### config.mk
export PLATFORM = sky130hd
export DESIGN_NAME = alu_status_core
export DESIGN_NICKNAME = d
export VERILOG_FILES = /design/src/rtl/alu_status_pkg.sv /design/src/rtl/alu_addsub.sv /design/src/rtl/alu_logic_unit.sv /design/src/rtl/alu_result_flags.sv /design/src/rtl/alu_status_core.sv
export SDC_FILE = /design/constraint.sdc
export NUM_CORES = 1
export LEC_CHECK = 0
export BUFFER_PORTS_ARGS = -buffer_cell sky130_fd_sc_hd__buf_2
export CORE_ASPECT_RATIO = 1.4
export CORE_MARGIN = 10
export CORE_UTILIZATION = 58
export CTS_CLUSTER_DIAMETER = 80
export DETAILED_ROUTE_END_ITERATION = 8
export PLACE_DENSITY = 0.92
export SYNTH_ARGS = -nofsm -noshare
export SYNTH_HDL_FRONTEND = slang
export SYNTH_SLANG_ARGS = --single-unit
### constraint.sdc
create_clock -name clk -period 19.3 [get_ports clk]
set_input_delay 4.825 -clock clk [delete_from_list [all_inputs] [get_ports clk]]
set_output_delay 4.825 -clock clk [all_outputs]
set_load 0.05 [all_outputs]
### src/rtl/alu_status_pkg.sv
package alu_status_pkg;

    typedef enum logic [2:0] {
        OP_ADD  = 3'd0,
        OP_ADC  = 3'd1,
        OP_SUB  = 3'd2,
        OP_SBB  = 3'd3,
        OP_AND  = 3'd4,
        OP_OR   = 3'd5,
        OP_XOR  = 3'd6,
        OP_RSVD = 3'd7
    } alu_op_e;

    typedef enum logic [1:0] {
        LG_AND  = 2'd0,
        LG_OR   = 2'd1,
        LG_XOR  = 2'd2,
        LG_ZERO = 2'd3
    } logic_sel_e;

    typedef struct packed {
        logic ovf;
        logic sgn;
        logic zro;
        logic nib;
        logic par;
        logic cry;
    } status_t;

    localparam int STATUS_BITS = $bits(status_t);

endpackage

### src/rtl/alu_addsub.sv
module alu_addsub #(
    parameter int W = 32
) (
    input  logic [W-1:0] a,
    input  logic [W-1:0] b,
    input  logic         ext_cin,
    input  logic         is_sub,
    input  logic         use_cin,
    output logic [W-1:0] sum,
    output logic         cf,
    output logic         of,
    output logic         af
);
    localparam int LOW = W - 1;

    logic [W-1:0] b_eff;
    logic         cin;
    logic [W-1:0] low_sum;
    logic [1:0]   top_sum;
    logic [4:0]   nib_sum;

    always_comb begin
        b_eff   = is_sub ? ~b : b;
        cin     = is_sub ? ~(use_cin & ext_cin) : (use_cin & ext_cin);
        low_sum = {1'b0, a[LOW-1:0]} + {1'b0, b_eff[LOW-1:0]} + {{(W-1){1'b0}}, cin};
        top_sum = {1'b0, a[W-1]} + {1'b0, b_eff[W-1]} + {1'b0, low_sum[W-1]};
        nib_sum = {1'b0, a[3:0]} + {1'b0, b_eff[3:0]} + {4'd0, cin};
        sum     = {top_sum[0], low_sum[LOW-1:0]};
        cf      = top_sum[1] ^ is_sub;
        of      = top_sum[1] ^ low_sum[W-1];
        af      = nib_sum[4] ^ is_sub;
    end
endmodule

### src/rtl/alu_logic_unit.sv
module alu_logic_unit
    import alu_status_pkg::*;
#(
    parameter int W = 32
) (
    input  logic [W-1:0] a,
    input  logic [W-1:0] b,
    input  logic_sel_e   sel,
    output logic [W-1:0] y
);
    always_comb begin
        unique case (sel)
            LG_AND:  y = a & b;
            LG_OR:   y = a | b;
            LG_XOR:  y = a ^ b;
            default: y = '0;
        endcase
    end
endmodule

### src/rtl/alu_result_flags.sv
module alu_result_flags #(
    parameter int W     = 32,
    parameter int PBITS = 8
) (
    input  logic [W-1:0] y,
    output logic         sgn,
    output logic         zro,
    output logic         par
);
    always_comb begin
        sgn = y[W-1];
        zro = (y == '0);
        par = ~^y[PBITS-1:0];
    end
endmodule

### src/rtl/alu_status_core.sv
module alu_status_core
    import alu_status_pkg::*;
#(
    parameter int WIDTH = 32
) (
    input  logic             clk,
    input  logic             rst_n,
    input  logic             upd_en,
    input  logic [2:0]       op_code,
    input  logic [WIDTH-1:0] opnd_a,
    input  logic [WIDTH-1:0] opnd_b,
    input  logic             carry_in,
    output logic [WIDTH-1:0] result,
    output logic [5:0]       flags_q
);
    localparam int MSB = WIDTH - 1;

    alu_op_e      op;
    logic         is_arith;
    logic         is_sub;
    logic         use_cin;
    logic_sel_e   lsel;
    logic [MSB:0] arith_y;
    logic [MSB:0] logic_y;
    logic         a_cf, a_of, a_af;
    logic         r_sgn, r_zro, r_par;
    status_t      next_st;
    status_t      st_q;

    always_comb begin
        op       = alu_op_e'(op_code);
        is_arith = 1'b0;
        is_sub   = 1'b0;
        use_cin  = 1'b0;
        lsel     = LG_ZERO;
        unique case (op)
            OP_ADD:  is_arith = 1'b1;
            OP_ADC:  begin is_arith = 1'b1; use_cin = 1'b1; end
            OP_SUB:  begin is_arith = 1'b1; is_sub = 1'b1; end
            OP_SBB:  begin is_arith = 1'b1; is_sub = 1'b1; use_cin = 1'b1; end
            OP_AND:  lsel = LG_AND;
            OP_OR:   lsel = LG_OR;
            OP_XOR:  lsel = LG_XOR;
            default: lsel = LG_ZERO;
        endcase
    end

    alu_addsub #(.W(WIDTH)) u_addsub (
        .a(opnd_a), .b(opnd_b), .ext_cin(carry_in), .is_sub(is_sub),
        .use_cin(use_cin), .sum(arith_y), .cf(a_cf), .of(a_of), .af(a_af)
    );

    alu_logic_unit #(.W(WIDTH)) u_logic (
        .a(opnd_a), .b(opnd_b), .sel(lsel), .y(logic_y)
    );

    assign result = is_arith ? arith_y : logic_y;

    alu_result_flags #(.W(WIDTH), .PBITS(8)) u_rflags (
        .y(result), .sgn(r_sgn), .zro(r_zro), .par(r_par)
    );

    always_comb begin
        next_st.ovf = is_arith & a_of;
        next_st.cry = is_arith & a_cf;
        next_st.nib = is_arith & a_af;
        next_st.sgn = r_sgn;
        next_st.zro = r_zro;
        next_st.par = r_par;
    end

    always_ff @(posedge clk or negedge rst_n) begin
        if (!rst_n)      st_q <= '0;
        else if (upd_en) st_q <= next_st;
    end

    assign flags_q = st_q;

    // flags word cleared by reset
    assert_reset_clear_R11: assert property (@(posedge clk)
        !rst_n |=> flags_q == 6'd0);

    // no enable, no change
    assert_hold_no_en_R10: assert property (@(posedge clk) disable iff (!rst_n)
        !upd_en |=> $stable(flags_q));

    // zero flag tracks committed result
    assert_zero_track_R6: assert property (@(posedge clk) disable iff (!rst_n)
        upd_en |=> flags_q[3] == ($past(result) == '0));

    // sign flag tracks committed result
    assert_sign_track_R5: assert property (@(posedge clk) disable iff (!rst_n)
        upd_en |=> flags_q[4] == $past(result[MSB]));

    // logical codes leave carry, overflow and nibble carry clear
    assert_logic_clear_R9: assert property (@(posedge clk) disable iff (!rst_n)
        (upd_en && op_code[2]) |=> (flags_q[0] == 1'b0 && flags_q[5] == 1'b0 && flags_q[2] == 1'b0));

    // plain add carries out exactly when A exceeds ~B
    assert_add_carry_R3: assert property (@(posedge clk) disable iff (!rst_n)
        (upd_en && op_code == 3'd0) |=> flags_q[0] == ($past(opnd_a) > ~$past(opnd_b)));

    // plain subtract borrows exactly when A is below B
    assert_sub_borrow_R3: assert property (@(posedge clk) disable iff (!rst_n)
        (upd_en && op_code == 3'd2) |=> flags_q[0] == ($past(opnd_a) < $past(opnd_b)));
endmodule

==> flow_results.org <==
** Route
- DRC errors left :: 0
- The count of nets left with antenna violations once routing finished came out at 0.
- Dividing the detail-routed via count by the number of cells gives 6.14.
- After detailed routing, the total wire length is 13.7 mm.
- DR pass1 iterations :: 5
- For this block, the initial DRC count from the detailed router was 320.
- In the final routed layout, each cell accounts on average for 17.3 um.
- Number of vias in the routed layout :: 4859

** Timing
- The worst pin sits at a relative slew slack of 49.2%.
- Worst Skew :: 0 ns
- For the pin with the worst max-slew slack, the measured transition is 0.761 ns.
- Final Hold Vio Count :: 0
- Finish-stage setup viols :: 0
- Post-layout min period :: 15.30 ns
- Setup repair after global routing missed its margin :: false
- Accumulated negative setup slack :: 0 ns
- In the post-route analysis, the smallest setup slack over all paths is 4.00 ns.
- Maximum clock frequency :: 65.4 MHz
- Part of the cycle the worst path needs :: 79.3%
- Max-slew violation total from the final report :: 0

** Die
- Once the floorplan was initialized, standard cells occupied 60.2% of the core.
- The die is 124 um tall.
- The core region is 7450 um^2.
- Pin placement for this block handled 109 I/O pins.
- After floorplanning, the core was divided into 37 placement rows.
- The die is 94.4 um wide.
- Die outline area :: 11700 um^2

** Synth
- Averaged over all synthesized cells, the footprint is 7.40 um^2.
- The Yosys step of the flow raised 0 warnings.
- Sequential elements use 3.34% of the synthesized area.
- The commonest cells after synthesis are sky130_fd_sc_hd__ha_1, sky130_fd_sc_hd__inv_1, sky130_fd_sc_hd__xnor2_1.
- Synth area leader :: sky130_fd_sc_hd__ha_1
- Main combinational cell family by area after synthesis :: adder cells
- Xor/xnor share of the synthesized area :: 11.3%
- For this run, the leading register cell type out of synthesis is sky130_fd_sc_hd__dfrtp_1.
- Post-Synthesis Net Count :: 779
- Yosys mapped a number of flops with a built-in enable equal to 0.
- Netlist area before placement :: 4490 um^2
- The synthesized netlist devotes 27.2% of its cell area to compound gates.
- The synthesized netlist devotes 28.6% of its cell area to adder and majority cells.
- The number of different library cells used by synthesis comes to 57.
- Portion of synthesized cell area occupied by the leading cell type :: 27.3%
- Number of synthesized register bits :: 6
- Largest cells by area after synthesis :: sky130_fd_sc_hd__ha_1, sky130_fd_sc_hd__xnor2_1, sky130_fd_sc_hd__mux2i_1, sky130_fd_sc_hd__inv_1, sky130_fd_sc_hd__a21oi_1
- Ys async rst share :: 100%
- Area fraction in and, or, nand and nor cells after synthesis :: 11.1%
- Cells after synthesis :: 607
- Top-count cell post-synth :: sky130_fd_sc_hd__ha_1
- After synthesis, the share of cell area in mux cells is 8.33%.

** Worst setup path
- Max FO, Critical Path :: 58
- By startpoint and endpoint, the worst setup path is classified as primary input to primary output.
- In this run the critical register-to-register path is captured at flags_q[4]$_DFFE_PN0P_.
- In this run the critical register-to-register path is launched from flags_q[4]$_DFFE_PN0P_.
- Internal reg-to-reg setup slack :: 18.54 ns
- The most critical setup path has its startpoint at op_code[2].
- The number of cells on the worst reg-to-reg path is 1.
- Endpoint arrival time on the critical path :: 10.48 ns
- Critical Path End Type :: primary output
- The worst setup path is launched from a primary input.
- Worst EP required :: 14.48 ns

** CTS
- Buffers added to address setup during post-CTS repair amount to 0.
- After clock tree synthesis, the flow added hold-fix buffers numbering 0.
- Clock latency on the worst-skew pair :: 0.22 ns
- Number of buffers created by CTS :: 3
- Maximum count of clock buffers along a single path :: 2
- CTS tree :: done
- H-tree depth reported by CTS :: 1
- Number of gates given a new drive strength after cts :: 0
- Clock Pin Slew Worst Setup and Hold Paths :: 0.04 ns
- Root cell of the clock tree :: sky130_fd_sc_hd__clkbuf_8
- Clock tree sinks :: 6

** Min path
- The path class of the tightest hold or removal check is register to register.
- In this run the most critical hold path is launched from flags_q[1]$_DFFE_PN0P_.
- For hold timing, the worst endpoint is flags_q[1]$_DFFE_PN0P_.
- Along the worst hold path, the cell count comes to 1.

** Global route
- GRT Total Usage :: 22.2%
- The first global-routing pass estimated 22.1 mm of wire.
- Global routing finished with a remaining overflow of 0.
- Pin count of the biggest net entering global routing :: 59
- The via count of the first global-routing pass is 4986.
- Initial antenna violation count :: 2

** Pwr
- Power density over the cells :: 56.2 nW/um^2
- Leak :: 2.72 nW
- VDD sags by at most 0.0514 mV.
- Power consumption :: 0.000288 W

** Layout
- Post-synthesis to final-layout area growth :: 13.9%
- Of the cells placed in the final design, the portion with a size suffix greater than 1 is 18.2%.
- In the final design database the tool counted 866 nets.
- The register with the most flip-flops in the layout has 6 of them.

** Job
- MaxCap Viol Count :: 0

** Status
- Status :: finished clean

** Placed design
- Detailed placement finished with a half-perimeter wire length of 11.1 mm.
- Routability congestion estimate :: 1.00
- IO Port Bufs :: 108
- DP Worst Slack :: 4.16 ns
==> worst max-delay path by stage <==
stage                       endpoint  depth (start not counted)
after global routing      result[31]                         18
final                     result[31]                         18
after CTS                 result[31]                         18
after global placement    result[31]                         18
after detailed placement  result[31]                         18
after floorplan           result[31]                         19
==> report_power, final <==
part	switching, W	internal (W)
clock network	0.00000579	0.0000134
registers	0.00000121	0.0000154
logic	0.000167	0.0000845
==> per-stage QoR <==
| stage | cell area, um^2 | utilization (%) | std cells | hold WS, ns |
|---|---|---|---|---|
| 2_1_floorplan | 4490 | - | 607 | 0.760 |
| 3_3_place_gp | 5070 | 68.0 | 786 | 0.486 |
| 3_5_place_dp | 5070 | 68.0 | 786 | 0.492 |
| 4_1_cts | 5110 | 68.5 | 789 | 0.499 |
| 5_1_grt | 5110 | 68.6 | 791 | 0.506 |
| 6_report | 5110 | 68.6 | 791 | 0.497 |
==> worst max-delay path: stages <==
cell                       delay (ns)
sky130_fd_sc_hd__buf_2           0.07
sky130_fd_sc_hd__buf_4           0.45
sky130_fd_sc_hd__inv_1           0.52
sky130_fd_sc_hd__nand2_2         0.18
sky130_fd_sc_hd__buf_4           0.47
sky130_fd_sc_hd__xnor2_1         0.17
sky130_fd_sc_hd__fa_1            0.45
sky130_fd_sc_hd__a211oi_1        0.30
sky130_fd_sc_hd__o211ai_1        0.18
sky130_fd_sc_hd__a211oi_2        0.34
sky130_fd_sc_hd__o21a_1          0.21
sky130_fd_sc_hd__o21ai_0         0.15
sky130_fd_sc_hd__o41ai_1         0.47
sky130_fd_sc_hd__nor2_1          0.10
sky130_fd_sc_hd__a211oi_1        0.43
sky130_fd_sc_hd__fa_1            0.50
sky130_fd_sc_hd__a21oi_1         0.27
sky130_fd_sc_hd__buf_2           0.33
==> routing by layer <==
metal	up-vias	GRT usage, %	routed length, um
li1	2330	-	-
met1	2271	23.7	5070
met2	218	42.4	7310
met3	40	2.11	822
met4	0	9.62	481
met5	-	0	0
==> cell type report <==
cell class	count	area (um^2)
multi-input combinational	482	3890
fill	623	2340
timing repair buffer	113	578
inverter	88	330
sequential	6	150
tap	97	121
clock buffer	3	41.3
antenna	2	5.00
==> cells in the final DEF, fill, tap and decap left out, types with 8 or more instances in the layout <==
| master | instances |
|---|---|
| sky130_fd_sc_hd__buf_2 | 108 |
| sky130_fd_sc_hd__ha_1 | 98 |
| sky130_fd_sc_hd__inv_1 | 88 |
| sky130_fd_sc_hd__xnor2_1 | 43 |
| sky130_fd_sc_hd__nand2_1 | 36 |
| sky130_fd_sc_hd__mux2i_1 | 34 |
| sky130_fd_sc_hd__a21oi_1 | 34 |
| sky130_fd_sc_hd__o21ai_0 | 32 |
| sky130_fd_sc_hd__nor2_1 | 29 |
| sky130_fd_sc_hd__o22ai_1 | 25 |
| sky130_fd_sc_hd__xor2_1 | 15 |
| sky130_fd_sc_hd__a21o_1 | 14 |
| sky130_fd_sc_hd__a211oi_1 | 13 |
| sky130_fd_sc_hd__o221ai_1 | 11 |
| sky130_fd_sc_hd__o211ai_1 | 10 |
| sky130_fd_sc_hd__nand4_1 | 8 |
==> cells by family after synthesis <==
logic type / Yosys count
AO/OA/AOI/OAI: 181
XOR/XNOR: 58
adder cells (fa/ha/maj): 101
buffers and inverters: 119
flip-flops: 6
multiplexers: 37
AND/OR/NAND/NOR: 105
Note: power is estimated with default switching activity, not from simulation.
